File: config.mk
export PLATFORM = sky130hd
export DESIGN_NAME = wdog_guard
export DESIGN_NICKNAME = d
export VERILOG_FILES = /design/src/rtl/wdog_pkg.sv /design/src/rtl/wdog_dp.sv /design/src/rtl/wdog_ctrl.sv /design/src/rtl/wdog_guard.sv
export SDC_FILE = /design/constraint.sdc
export NUM_CORES = 1
export LEC_CHECK = 0
export ABC_CLOCK_PERIOD_IN_PS = 2250
export BUFFER_PORTS_ARGS = -buffer_cell sky130_fd_sc_hd__buf_2
export CAP_MARGIN = 20
export CORE_ASPECT_RATIO = 0.6
export CORE_MARGIN = 2
export CORE_UTILIZATION = 30
export CTS_CLUSTER_DIAMETER = 200
export CTS_CLUSTER_SIZE = 30
export DETAILED_ROUTE_END_ITERATION = 16
export PLACE_DENSITY = 0.49
export SYNTH_ARGS = -nofsm -noshare
export SYNTH_HDL_FRONTEND = slang
export SYNTH_SLANG_ARGS = --single-unit
File: constraint.sdc
create_clock -name clk -period 2.25 [get_ports clk]
set_input_delay 0.45 -clock clk [delete_from_list [all_inputs] [get_ports clk]]
set_output_delay 0.45 -clock clk [all_outputs]
set_load 0.03 [all_outputs]
File: src/rtl/wdog_pkg.sv
package wdog_pkg;
  typedef enum logic [1:0] {
    ST_INIT     = 2'd0,
    ST_DISABLED = 2'd1,
    ST_ENABLED  = 2'd2,
    ST_STOPPED  = 2'd3
  } wdogState_e;

  typedef struct packed {
    logic loadAll;   // reload all fields from the write data
    logic preRun;    // advance the prescaler this cycle
    logic cntDec;    // step the main counter down
    logic cntDelay;  // load the counter with the grace period
  } wdogStrobe_t;
endpackage

File: src/rtl/wdog_dp.sv
module wdog_dp #(
  parameter int CNT_W = 16,
  parameter int PRE_W = 8,
  parameter int DLY_W = 8,
  parameter logic [CNT_W-1:0] RST_CNT = '1,
  parameter logic [PRE_W-1:0] RST_PRE = '1,
  parameter logic [DLY_W-1:0] RST_DLY = '1,
  localparam int CFG_W = CNT_W + PRE_W + DLY_W
) (
  input  logic                   clk,
  input  logic                   rstN,
  input  wdog_pkg::wdogStrobe_t  strobe,
  input  logic [CFG_W-1:0]       cfgData,
  output logic                   preZero,
  output logic                   cntZero
);
  localparam int PRE_LO = CNT_W;
  localparam int DLY_LO = CNT_W + PRE_W;

  logic [PRE_W-1:0] preLoad;
  logic [PRE_W-1:0] preCnt;
  logic [DLY_W-1:0] dlyLoad;
  logic [CNT_W-1:0] mainCnt;

  always_ff @(posedge clk) begin
    if (!rstN) begin
      preLoad <= RST_PRE;
      preCnt  <= RST_PRE;
      dlyLoad <= RST_DLY;
      mainCnt <= RST_CNT;
    end else if (strobe.loadAll) begin
      preLoad <= cfgData[PRE_LO +: PRE_W];
      preCnt  <= cfgData[PRE_LO +: PRE_W];
      dlyLoad <= cfgData[DLY_LO +: DLY_W];
      mainCnt <= cfgData[0 +: CNT_W];
    end else begin
      if (strobe.preRun)
        preCnt <= (preCnt == '0) ? preLoad : preCnt - 1'b1;
      if (strobe.cntDelay)
        mainCnt <= CNT_W'(dlyLoad);
      else if (strobe.cntDec)
        mainCnt <= mainCnt - 1'b1;
    end
  end

  assign preZero = (preCnt == '0);
  assign cntZero = (mainCnt == '0);
endmodule

File: src/rtl/wdog_ctrl.sv
module wdog_ctrl (
  input  logic                    clk,
  input  logic                    rstN,
  input  logic                    tickEn,
  input  logic                    cfgWrEn,
  input  logic                    trapWrEn,
  input  logic                    preZero,
  input  logic                    cntZero,
  output wdog_pkg::wdogStrobe_t   strobe,
  output wdog_pkg::wdogState_e    curState,
  output logic                    timeoutIrq,
  output logic                    resetReq
);
  import wdog_pkg::*;

  wdogState_e state;
  logic inDelay;
  logic counting, active, expire, fireReset;

  always_comb begin
    counting       = (state == ST_INIT) || (state == ST_ENABLED);
    active         = !resetReq && (counting || (state == ST_DISABLED));
    strobe.loadAll = cfgWrEn && !resetReq;
    strobe.preRun  = tickEn && active && !strobe.loadAll;
    expire         = strobe.preRun && preZero;
    strobe.cntDec  = expire && counting && !cntZero;
    strobe.cntDelay = expire && counting && cntZero && !inDelay;
    fireReset      = expire && counting && cntZero && inDelay;
  end

  always_ff @(posedge clk) begin
    if (!rstN) begin
      state      <= ST_INIT;
      inDelay    <= 1'b0;
      timeoutIrq <= 1'b0;
      resetReq   <= 1'b0;
    end else begin
      timeoutIrq <= strobe.cntDelay;
      if (strobe.loadAll) begin
        state   <= ST_ENABLED;
        inDelay <= 1'b0;
      end else begin
        if (trapWrEn && state == ST_INIT)
          state <= ST_DISABLED;
        else if (expire && state == ST_DISABLED)
          state <= ST_STOPPED;
        if (strobe.cntDelay)
          inDelay <= 1'b1;
      end
      if (fireReset)
        resetReq <= 1'b1;
    end
  end

  assign curState = state;
endmodule

File: src/rtl/wdog_guard.sv
module wdog_guard #(
  parameter int CNT_W = 16,
  parameter int PRE_W = 8,
  parameter int DLY_W = 8,
  parameter logic [CNT_W-1:0] RST_CNT = '1,
  parameter logic [PRE_W-1:0] RST_PRE = '1,
  parameter logic [DLY_W-1:0] RST_DLY = '1,
  localparam int CFG_W = CNT_W + PRE_W + DLY_W
) (
  input  logic             clk,
  input  logic             rstN,
  input  logic             tickEn,
  input  logic             cfgWrEn,
  input  logic [CFG_W-1:0] cfgWrData,
  input  logic             trapWrEn,
  output logic             timeoutIrq,
  output logic             resetReq
);
  wdog_pkg::wdogStrobe_t strobe;
  wdog_pkg::wdogState_e  curState;
  logic preZero, cntZero;

  wdog_ctrl u_ctrl (
    .clk(clk), .rstN(rstN), .tickEn(tickEn), .cfgWrEn(cfgWrEn),
    .trapWrEn(trapWrEn), .preZero(preZero), .cntZero(cntZero),
    .strobe(strobe), .curState(curState),
    .timeoutIrq(timeoutIrq), .resetReq(resetReq)
  );

  wdog_dp #(
    .CNT_W(CNT_W), .PRE_W(PRE_W), .DLY_W(DLY_W),
    .RST_CNT(RST_CNT), .RST_PRE(RST_PRE), .RST_DLY(RST_DLY)
  ) u_dp (
    .clk(clk), .rstN(rstN), .strobe(strobe), .cfgData(cfgWrData),
    .preZero(preZero), .cntZero(cntZero)
  );
endmodule

**After elaboration in Yosys (flattened, before gate mapping)**

Cells that the tools add are included.

- Bits in registers: 45
- Bits in latches: 0
- Bits in writable memories: 0
- Bits in read-only memories: 0
- Logic and storage cells: 49
- Memories: 0

- Add/sub/neg operators: 2
- $mul: 0
- Div/mod/pow operators: 0
- Magnitude comparators: 0
- Equality and inequality tests: 2
- Shift-type cells: 0
- Multiplexer cells: 9
- Bitwise logic cells: 1
- Reductions and logical operators: 26

Operators with widths:

| cell | count |
|---|---|
| 2-to-1 mux 16 bit | 3 |
| 2-to-1 mux 8 bit | 3 |
| logical NOT 16 bit | 1 |
| subtractor 16 x 1 -> 16 bit (second input constant) | 1 |
| logical AND 1 bit | 12 |
| logical NOT 8 bit | 1 |
| subtractor 8 x 1 -> 8 bit (second input constant) | 1 |
| 2-to-1 mux 2 bit | 3 |
| nonzero test 3 bit | 2 |
| logical NOT 1 bit | 4 |
| nonzero test 2 bit | 2 |
| equality test 2 x 1 -> 1 bit (second input constant) | 1 |
| equality test 2 bit (second input constant) | 1 |
| logical NOT 2 bit | 1 |
| logical OR 1 bit | 2 |
| OR reduction 2 bit | 1 |
| NOT 1 bit | 1 |

**Logic depth before layout (Yosys ltp)**

Gate-level depths: netlist of run 1.

- Depth after elaboration: 12
- Mapped depth: 10
- Depth with buffers taken out: 8

**Modules after synthesis**

A second synthesis of run 1 with hierarchy kept.

- Cell total of the unflattened synthesis: 293
- Area, all modules: 2426.1 µm²

Modules (own cells, without submodules):

| module | times used | cells an instance | area an instance (µm²) | sequential area each (µm²) |
|---|---|---|---|---|
| wdog_dp | 1 | 267 | 2185.8 | 800.8 |
| wdog_ctrl | 1 | 26 | 240.2 | 100.1 |

**Worst setup path after synthesis of run 1**

No wires, ideal clock.

- Path kind: register to register
- Start point: register u_dp.mainCnt[0]
- End point: register u_dp.mainCnt[14]
- Setup time: 129 ps
- Arrival time: 2099 ps
- Required time: 2121 ps
- Path slack: 22 ps
- Cell stages (with the launch flop): 10
- Buffers on the path: 1
- Period minus slack after synthesis: 2228 ps
- Cell sequence: dfxtp_1 inv_1 ha_1 or4b_1 or4_4 o21ai_2 buf_6 nand2_1 o221ai_1 nand2_1

- Cells in the longest elaborated chain, start to end: 5

RTL lines:

| what | RTL line | source |
|---|---|---|
| start, declared | wdog_dp.sv:23 | `logic [CNT_W-1:0] mainCnt;` |
| start signal, assigned | wdog_dp.sv:35 | `mainCnt <= cfgData[0 +: CNT_W];` |
| start signal, assigned | wdog_dp.sv:40 | `mainCnt <= CNT_W'(dlyLoad);` |
| start signal, assigned | wdog_dp.sv:42 | `mainCnt <= mainCnt - 1'b1;` |
| branches (longest 5 deep; another with subtractor 16 x 1 -> 16 bit) | n/a |  |

Parallel ways; which one is timed is not known. The select of a mux whose other input is x is not followed.
A chain may end at the register's enable or synchronous reset.

**Worst setup path in the final report of run 1**

- Start point: register u_dp.mainCnt[1]
- End point: register u_dp.mainCnt[2]

Same word-level chain as after synthesis.

==> flow_metrics.env, run 1 <==
export IMPL_status="finished, final reports clean"
export IMPL_ios=39
export IMPL_globalplace_congestion=0.874
export IMPL_layout_nets=427
export IMPL_diodes=0
export IMPL_yosysSeqAreaShare_pct=36.8
export IMPL_rows=25
export IMPL_crit_arrival_ns=2.49
export IMPL_netlist_area_leader_share_pct=36.8
export IMPL_wirelength_met1_mm=4.12
export IMPL_synthToLayoutAreaGrowth_pct=33.9
export IMPL_vdd_drop_max_mv=0.230
export IMPL_place_area_um2=3010
export IMPL_chipHeight_um=74.0
export IMPL_wl_met2_mm=2.84
export IMPL_fillers=849
export IMPL_slew_headroom_pct=70.5
export IMPL_viasPerCell=5.16
export IMPL_firstDrtPassIters=5
export IMPL_numCtsBuffers=5
export IMPL_clock_skew_ns=0.00439
export IMPL_grt_overflow=0
export IMPL_p_leak_nw=1.41
export IMPL_crit_path_start_kind="register"
export IMPL_hp_class="input pin to register"
export IMPL_drv_cap=0
export IMPL_period_needed_ns=2.25
export IMPL_wl_per_cell_um=15.1
export IMPL_synth_top_cell_by_area="dfxtp_1"
export IMPL_setup_violations=0
export IMPL_dp_hpwl_mm=5.67
export IMPL_yosys_cell_count_top_type="nand2_1"
export IMPL_wl_met3_um=482
export IMPL_synthCells=313
export IMPL_vias=2555
export IMPL_finalNonFillerCells=495
export IMPL_synth_top_cells_by_count="nand2_1 (52), dfxtp_1 (45), nor2_1 (25), a21oi_1 (15)"
export IMPL_initial_utilization_pct=31.0
export IMPL_syn_num_nets=354
export IMPL_h_tree_depth=2
export IMPL_track_usage_pct=17.9
export IMPL_rsz0062_at_grt="yes"
export IMPL_synth_cell_type_count=48
export IMPL_synth_cell_area_um2=2450
export IMPL_synth_seq_cells=45
export IMPL_worst_slew_pin_slew_ns=0.440
export IMPL_grt_pass1_wl_mm=12.4
export IMPL_io_buffers=38
export IMPL_cts_hold_buffers_added=0
export IMPL_routed_wirelength_mm=7.50
export IMPL_insertion_delay_ns=0.29
export IMPL_core_area_um2=7880
export IMPL_cts_tree="done"
export IMPL_syn_mean_instance_area_um2=7.82
export IMPL_layout_drive_gt1_share_pct=29.5
export IMPL_root_buffer="clkbuf_16"
export IMPL_drv_slew=0
export IMPL_period_share_pct=99.9
export IMPL_fmax_ghz=0.445
export IMPL_worstPathRequired_ns=2.49
export IMPL_remaining_drc_errors=0
export IMPL_cts_clk_slew_worst_paths_ns=0.06
export IMPL_cts_buffer_depth=2
export IMPL_p_per_area_nw_per_um2=577
export IMPL_grt_pass1_vias=2398
export IMPL_endpoint_kind="register"
export IMPL_netlist_top_cells_area="dfxtp_1 (37%), nand2_1 (8.0%), nor2_1 (3.8%), a21oi_1 (3.1%), o21ai_0 (2.9%)"
export IMPL_dp_cells=483
export IMPL_ant_nets=0
export IMPL_synth_edff_count=0
export IMPL_drtIter0Drc=159
export IMPL_synth_ff_type="dfxtp_1"
export IMPL_crit_fanout=7
export IMPL_grt_start_max_net_pins=27
export IMPL_antenna_found_initial=0
export IMPL_die_w_um=121
export IMPL_clock_sinks=45
export IMPL_fin_area_um2=3280
export IMPL_critical_path_class="register to register"
export IMPL_ys_warn_count=0
export IMPL_hold_viol=0
export IMPL_async_reset_ff_share_pct=0
export IMPL_die_area_um2=8920
export IMPL_routed_top_layer="met4"
-- flip-flops by register name, summed over array words and instances, names as in the netlist --
name,cells
u_dp.mainCnt,16
u_dp.dlyLoad,8
u_dp.preCnt,8
u_dp.preLoad,8
u_ctrl.curState,2
u_ctrl.inDelay,1
u_ctrl.resetReq,1
u_ctrl.timeoutIrq,1
-- final timing paths --
kind | start | end | slack, ns | depth (start not counted)
max reg2reg | u_dp.mainCnt[1]$_SDFFE_PN1P_ | u_dp.mainCnt[2]$_SDFFE_PN1P_ | 0.002 | 9
max | u_dp.mainCnt[1]$_SDFFE_PN1P_ | u_dp.mainCnt[2]$_SDFFE_PN1P_ | 0.002 | 9
min | cfgWrData[27] | u_dp.dlyLoad[3]$_SDFFE_PN1P_ | 0.37 | 3
min reg2reg | u_dp.preLoad[5]$_SDFFE_PN1P_ | u_dp.preLoad[5]$_SDFFE_PN1P_ | 0.45 | 2
-- worst max-delay path, cell delays in order, from the launching register on --
cell     delay (ns)
dfxtp_2        0.32
inv_2          0.07
ha_4           0.14
or4b_4         0.46
or4_4          0.45
o21ai_4        0.23
buf_6          0.18
a22oi_2        0.07
a31oi_1        0.15
o21a_1         0.13
-- area by class of cell --
cell class | count | area [um2] | area share, %
multi-input cells | 238 | 1510 | 46.0
flip-flops and latches | 45 | 902 | 27.5
repair buffers | 84 | 547 | 16.7
well taps | 108 | 135 | 4.12
clock buffers | 6 | 129 | 3.93
inverters | 12 | 45.0 | 1.37
clock inverters | 2 | 10.0 | 0.305
-- layer usage --
layer / up-vias / global-route usage [%]
li1: 1285 / -
met1: 1197 / 28.4
met2: 68 / 23.2
met3: 5 / 4.45
met4: 0 / 4.91
met5: - / 0
-- timing repair --
item / in CTS / in global routing
hold endpoints to repair: 0 / 0
pin swaps: 4 / 8
resized for setup: 8 / 17
setup endpoints to repair: 6 / 12
buffers inserted: 2 / 2
-- report_power, final --
group	total, mW	switching, mW	internal [mW]	leakage [nW]
sequential	0.888	0.0401	0.848	0.373
combinational	0.267	0.139	0.128	0.970
clock	0.736	0.327	0.409	0.0706
total	1.89	0.506	1.39	1.41
-- cells by family (layout without fill, tap and decap cells) --
| logic type | Yosys count | in the layout | synth area share [%] |
|---|---|---|---|
| and+or+nand+nor | 138 | 138 | 28.3 |
| AOI/OAI and AO/OA | 84 | 84 | 23.4 |
| DFF | 45 | 45 | 36.8 |
| buffers and inverters | 30 | 104 | 4.96 |
| xor gates and xnor gates | 8 | 8 | 2.86 |
| adders and majority gates | 4 | 4 | 2.05 |
| muxes | 4 | 4 | 1.64 |
-- layout by cell type (no fill, tap or decap), types with 3 or more instances in the layout --
cell type,instances
or4_4,3
nor3_1,8
ha_1,3
nor4_1,8
o31ai_1,4
buf_6,3
nand3_1,12
a221o_1,6
nand2_1,51
xnor2_1,5
a21o_1,7
nor3b_1,3
nand2b_1,4
dfxtp_1,44
nor2_1,25
nand4_1,3
a31oi_1,6
o21a_1,8
o21ai_1,5
mux2i_1,4
and2_1,3
clkbuf_16,5
buf_4,43
inv_1,10
o21ai_0,11
a21oi_1,15
xor2_1,3
buf_2,38
o211ai_1,6
o311ai_0,3
-- per-stage QoR --
step           total power, mW  setup slack (ns)  utilization, %  hold slack [ns]  TNS, ns
2_1_floorplan             1.05            0.0217               -            0.421        0
3_3_place_gp              1.16           -0.0554            38.2            0.435  -0.0973
3_5_place_dp              1.16           -0.0960            38.2            0.440   -0.247
4_1_cts                   1.89           -0.0372            40.6            0.362  -0.0922
5_1_grt                   1.97           -0.0969            41.6            0.379   -0.581
6_report                  1.89           0.00209            41.6            0.369        0
Power figures use the tool's default switching activity.
==> run 2: changes to the inputs <==
Settings changed: ABC_AREA set to 1, CORE_MARGIN 2 to 8.
==> run 2 against run 1 <==
Core utilization down 4.3 points; sequential share of layout area up 0.51 points; clock-buffer cell count up 1; register-to-register slack better by 0.26 ns; maximum frequency up 13%; wire length down 0.91%; via count up 0.63%; first-iteration DRC count up 15%; sequential power up 1%; clock power up 6.1%; hold slack better by 0.0026 ns; critical path type unchanged; largest cell class unchanged; highest routed layer unchanged.
==> flow_metrics.env, run 2 <==
export IMPL_insertion_delay_ns=0.29
export IMPL_drv_slew=0
export IMPL_whs_path_depth=3
export IMPL_mostFrequentLayoutCells="nand2_1 (146), nand3_1 (45), dfxtp_1 (45), inv_1 (43), buf_2 (38)"
export IMPL_diodes=0
export IMPL_h_tree_depth=2
export IMPL_wl_per_cell_um=13.1
export IMPL_finalNonFillerCells=569
export IMPL_die_area_um2=12400
export IMPL_chipHeight_um=89.4
export IMPL_place_area_um2=3000
export IMPL_final_common_cell="nand2_1"
export IMPL_clock_skew_ns=0.00632
export IMPL_clock_sinks=45
export IMPL_fin_area_um2=3210
export IMPL_drtIter0Drc=183
export IMPL_synthToLayoutAreaGrowth_pct=19.2
export IMPL_synth_seq_cells=45
export IMPL_drv_cap=0
export IMPL_root_buffer="clkbuf_16"
export IMPL_grt_pass1_wl_mm=12.6
export IMPL_syn_num_nets=459
export IMPL_routed_wirelength_mm=7.43
export IMPL_globalplace_congestion=0.803
export IMPL_period_needed_ns=1.99
export IMPL_async_reset_ff_share_pct=0
export IMPL_setup_violations=0
export IMPL_vdd_drop_max_mv=0.323
export IMPL_place_ws_ns=-0.0237
export IMPL_cts_buffer_depth=2
export IMPL_antenna_found_initial=0
export IMPL_netlist_top_cells_area="dfxtp_1 (33%), nand2_1 (20%), nand3_1 (8.4%), inv_1 (6.0%), nor2_1 (4.6%)"
export IMPL_vias=2571
export IMPL_p_per_area_nw_per_um2=617
export IMPL_io_buffers=38
export IMPL_final_setup_worst_slack_ns=0.263
export IMPL_hold_viol=0
export IMPL_syn_mean_instance_area_um2=6.45
export IMPL_layout_nets=497
export IMPL_numCtsBuffers=5
export IMPL_ant_nets=0
export IMPL_track_usage_pct=12.4
export IMPL_cts_clk_slew_worst_paths_ns=0.07
export IMPL_crit_fanout=17
export IMPL_synthCells=418
export IMPL_slew_headroom_pct=68.8
export IMPL_yosys_cell_count_top_type="nand2_1"
export IMPL_regArea_um2=901
export IMPL_p_leak_nw=1.68
export IMPL_rrSetupSlack_ns=0.26
export IMPL_initial_utilization_pct=31.3
export IMPL_die_w_um=138
export IMPL_yosysSeqAreaShare_pct=33.4
export IMPL_multi_input_area_um2=1550
export IMPL_hp_class="input pin to register"
export IMPL_dp_cells=557
export IMPL_synth_edff_count=0
export IMPL_crit_arrival_ns=2.22
export IMPL_grt_overflow=0
export IMPL_netlist_area_leader_share_pct=33.4
export IMPL_period_share_pct=88.3
export IMPL_cts_tree="done"
export IMPL_critical_path_class="register to register"
export IMPL_viasPerCell=4.52
export IMPL_fillers=926
export IMPL_endpoint_kind="register"
export IMPL_dp_hpwl_mm=5.49
export IMPL_fmax_ghz=0.503
export IMPL_hold_worst_slack_ns=0.371
export IMPL_synth_cell_type_count=34
export IMPL_r2r_cells=12
export IMPL_rows=26
export IMPL_layout_drive_gt1_share_pct=17.1
export IMPL_grt_start_max_net_pins=41
export IMPL_largest_reg_flops=16
export IMPL_crit_path_start_kind="register"
export IMPL_rsz0062_at_grt="no"
export IMPL_ys_warn_count=0
export IMPL_synth_top_cells_by_count="nand2_1 (146), dfxtp_1 (45), nand3_1 (45), inv_1 (43), nor2_1 (33)"
export IMPL_worstPathRequired_ns=2.48
export IMPL_worst_slew_pin_slew_ns=0.467
export IMPL_synth_ff_type="dfxtp_1"
export IMPL_remaining_drc_errors=0
export IMPL_top_register="u_dp.mainCnt"
export IMPL_synth_top_cell_by_area="dfxtp_1"
export IMPL_core_area_um2=8620
export IMPL_grt_pass1_vias=2466
export IMPL_firstDrtPassIters=4
export IMPL_report_power_total_mw=1.98
export IMPL_status="finished, final reports clean"
export IMPL_synth_cell_area_um2=2700
export IMPL_ios=39
run 2: where the power goes:
group / total [mW] / internal [mW] / leakage [nW] / switching, mW
registers: 0.899 / 0.854 / 0.374 / 0.0452
clock network: 0.781 / 0.471 / 0.0799 / 0.310
logic: 0.301 / 0.124 / 1.23 / 0.178
total: 1.98 / 1.45 / 1.68 / 0.533
run 2: kinds of logic after synthesis:
group / count (synthesis) / synth area share, %
flip-flops: 45 / 33.4
adder cells (fa/ha/maj): 4 / 1.86
AND/OR/NAND/NOR: 253 / 41.9
AO/OA/AOI/OAI: 42 / 9.65
XOR/XNOR: 11 / 3.57
buffers and inverters: 63 / 9.61
run 2: final cells by class:
class                      instances  area share [%]
clock buffer                       7            4.75
clock inverter                     1           0.156
inverter                          45            5.26
multi-input combinational        310            48.2
sequential                        45            28.0
tap                              112            4.36
timing repair buffer              49            9.27
run 2: per-stage QoR:
stage | setup TNS (ns) | utilization, %
global placement | 0 | 34.8
floorplan | 0 | -
detailed placement | -0.0274 | 34.8
CTS | 0 | 36.7
finish | 0 | 37.3
global route | 0 | 37.3
run 2: worst max-delay path: stages (launching register included):
cell     delay (ns)
dfxtp_1        0.33
inv_1          0.10
ha_1           0.16
nand2_2        0.10
nor2_8         0.27
nand2_4        0.10
nor2_8         0.15
nand3_4        0.14
buf_12         0.18
or2_1          0.20
nand3_1        0.07
nand2_1        0.05
nand2_1        0.06
run 2: timing repair:
action	in CTS	in global routing
setup buffers	0	4
cloned	0	0
endpoints found under the setup margin	12	14
pin swaps	1	1
gates resized for setup	0	1
hold buffers	0	0
endpoints found under the hold margin	0	0
run 2: metal layers:
metal  GRT usage (%)  up-vias  share of wire (%)
met5               0        -                  0
met4            2.35        0               0.54
met3            3.50        4                6.6
met2            17.0       57                 35
met1            18.4     1103                 58
li1                -     1407                  -
run 2: path summary, 6_finish.rpt:
check / from / end
setup / recovery: u_dp.preCnt[0]$_SDFFE_PN1P_ / u_dp.mainCnt[2]$_SDFFE_PN1P_
hold reg to reg: u_dp.dlyLoad[2]$_SDFFE_PN1P_ / u_dp.dlyLoad[2]$_SDFFE_PN1P_
setup reg to reg: u_dp.preCnt[0]$_SDFFE_PN1P_ / u_dp.mainCnt[2]$_SDFFE_PN1P_
hold / removal: cfgWrData[26] / u_dp.dlyLoad[2]$_SDFFE_PN1P_
==> run 3: changes to the inputs <==
Settings changed: CORE_ASPECT_RATIO 0.6 to 0.75.
==> run 3 against run 2 <==
Hold slack better by 0.0023 ns; sequential power about the same; worst setup slack got worse by 0.038 ns; critical path type unchanged.
==> flow_metrics.env, run 3 (synthesis results as in run 2) <==
export IMPL_drv_slew=0
export IMPL_worst_path_buf_inv=2
export IMPL_mostFrequentLayoutCells="nand2_1 (146), nand3_1 (45), dfxtp_1 (45), inv_1 (43), buf_2 (38)"
export IMPL_cp_slowest_stage_delay_ns=0.34
export IMPL_report_power_total_mw=2.06
export IMPL_track_usage_pct=11.9
export IMPL_layout_nets=496
export IMPL_p_per_area_nw_per_um2=642
export IMPL_cts_tree="done"
export IMPL_routed_wirelength_mm=7.06
export IMPL_worst_slew_pin_slew_ns=0.453
export IMPL_rrSetupSlack_ns=0.22
export IMPL_numCtsBuffers=5
export IMPL_largest_reg_flops=16
export IMPL_io_buffers=38
export IMPL_fin_setup_tns_ns=0
export IMPL_viasPerCell=4.56
export IMPL_ios=39
export IMPL_die_area_um2=12300
export IMPL_die_w_um=125
export IMPL_firstDrtPassIters=4
export IMPL_drtIter0Drc=109
export IMPL_remaining_drc_errors=0
export IMPL_crit_chain="inv_1, ha_1, nand2_2, nor2_8, nand2_4, nor2_8, nand3_4, buf_4, nand3_1, nand2_1, nand2_1, nand2_1, nand2_1"
export IMPL_grt_overflow=0
export IMPL_synthToLayoutAreaGrowth_pct=19.0
export IMPL_critical_path_class="register to register"
export IMPL_diodes=0
export IMPL_initial_utilization_pct=30.3
export IMPL_h_tree_depth=2
export IMPL_root_buffer="clkbuf_16"
export IMPL_antenna_found_initial=0
export IMPL_cp_common_cell="nand2_1"
export IMPL_hp_class="input pin to register"
export IMPL_grt_pass1_vias=2519
export IMPL_grt_start_max_net_pins=41
export IMPL_clock_skew_ns=0.00373
export IMPL_p_leak_nw=1.68
export IMPL_cts_clk_slew_worst_paths_ns=0.06
export IMPL_top_register="u_dp.mainCnt"
export IMPL_grt_pass1_wl_mm=12.3
export IMPL_chipHeight_um=98.1
export IMPL_globalplace_congestion=0.867
export IMPL_whs_path_depth=3
export IMPL_vdd_drop_max_mv=0.349
export IMPL_ant_nets=0
export IMPL_clock_sinks=45
export IMPL_crit_fanout=17
export IMPL_period_share_pct=90.0
export IMPL_endpoint_kind="register"
export IMPL_critPathTopFamily="simple AND/OR/NAND/NOR gates"
export IMPL_r2r_cells=13
export IMPL_core_area_um2=8900
export IMPL_fmax_ghz=0.494
export IMPL_rsz0062_at_grt="no"
export IMPL_setup_violations=0
export IMPL_cp_slowest_cell="dfxtp_1"
export IMPL_insertion_delay_ns=0.28
export IMPL_hold_viol=0
export IMPL_layout_drive_gt1_share_pct=16.7
export IMPL_drv_cap=0
export IMPL_crit_arrival_ns=2.25
export IMPL_wl_per_cell_um=12.4
export IMPL_cts_hold_buffers_added=0
export IMPL_crit_path_start_kind="register"
export IMPL_cp_depth=13
export IMPL_worstPathRequired_ns=2.48
export IMPL_status="finished, final reports clean"
export IMPL_slew_headroom_pct=69.6
export IMPL_final_common_cell="nand2_1"
export IMPL_dp_hpwl_mm=5.23
export IMPL_rows=30
export IMPL_period_needed_ns=2.03
export IMPL_cts_buffer_depth=2
export IMPL_vias=2588
[run 3: cell count changes in the layout (fill, tap and decap cells not counted)]
cell and change:
buf_12 -1, bufinv_16 +1, clkbuf_1 +1, clkbuf_8 -1, clkinv_2 -1
[run 3: path summary, 6_finish.rpt]
kind | end | startpoint
worst min register to register | u_dp.preLoad[6]$_SDFFE_PN1P_ | u_dp.preLoad[6]$_SDFFE_PN1P_
worst max register to register | u_dp.mainCnt[5]$_SDFFE_PN1P_ | u_dp.preCnt[0]$_SDFFE_PN1P_
worst min-delay path | u_dp.dlyLoad[0]$_SDFFE_PN1P_ | cfgWrData[24]
worst max-delay path | u_dp.mainCnt[5]$_SDFFE_PN1P_ | u_dp.preCnt[0]$_SDFFE_PN1P_
[run 3: where the power goes]
group / leakage [nW] / switching (mW) / internal (mW)
combinational: 1.22 / 0.171 / 0.122
sequential: 0.374 / 0.0468 / 0.854
clock: 0.0841 / 0.312 / 0.555
[run 3: per-stage QoR]
stage          cells  setup WS (ns)  area [um2]  util [%]  hold WS (ns)
6_report         568          0.224        3210      36.1         0.374
5_1_grt          568         0.0110        3210      36.1         0.382
4_1_cts          565         0.0859        3180      35.7         0.370
3_5_place_dp     557         0.0987        3000      33.8         0.436
3_3_place_gp     557          0.155        3000      33.8         0.431
2_1_floorplan    418          0.612        2700         -         0.417
[run 3: timing repair]
action                                  4_1_cts  5_1_grt
gates resized for setup                       0        1
endpoints found under the setup margin        0       14
buffers inserted                              0        3
[run 3: tightest hold or removal path: cells and delay by family]
family        cells  cell delay [ns]
simple gates      2             0.10
buf+inv           1             0.07
[run 3: layer usage]
layer	wire length, um	vias up	track usage [%]	part of all wire [%]
li1	-	1404	-	-
met1	3890	1131	17.2	55
met2	2830	47	17.4	40
met3	262	6	2.50	3.7
met4	65	0	3.26	0.92
met5	0	-	0	0
[run 3: cell type report]
type                    instances  area, um2
well taps                     112        140
clock buffers                   7        143
flip-flops and latches         45        901
fillers                       998       5690
repair buffers                 48        278
clock inverters                 1       30.0
inverters                      45        169
multi-input cells             310       1550
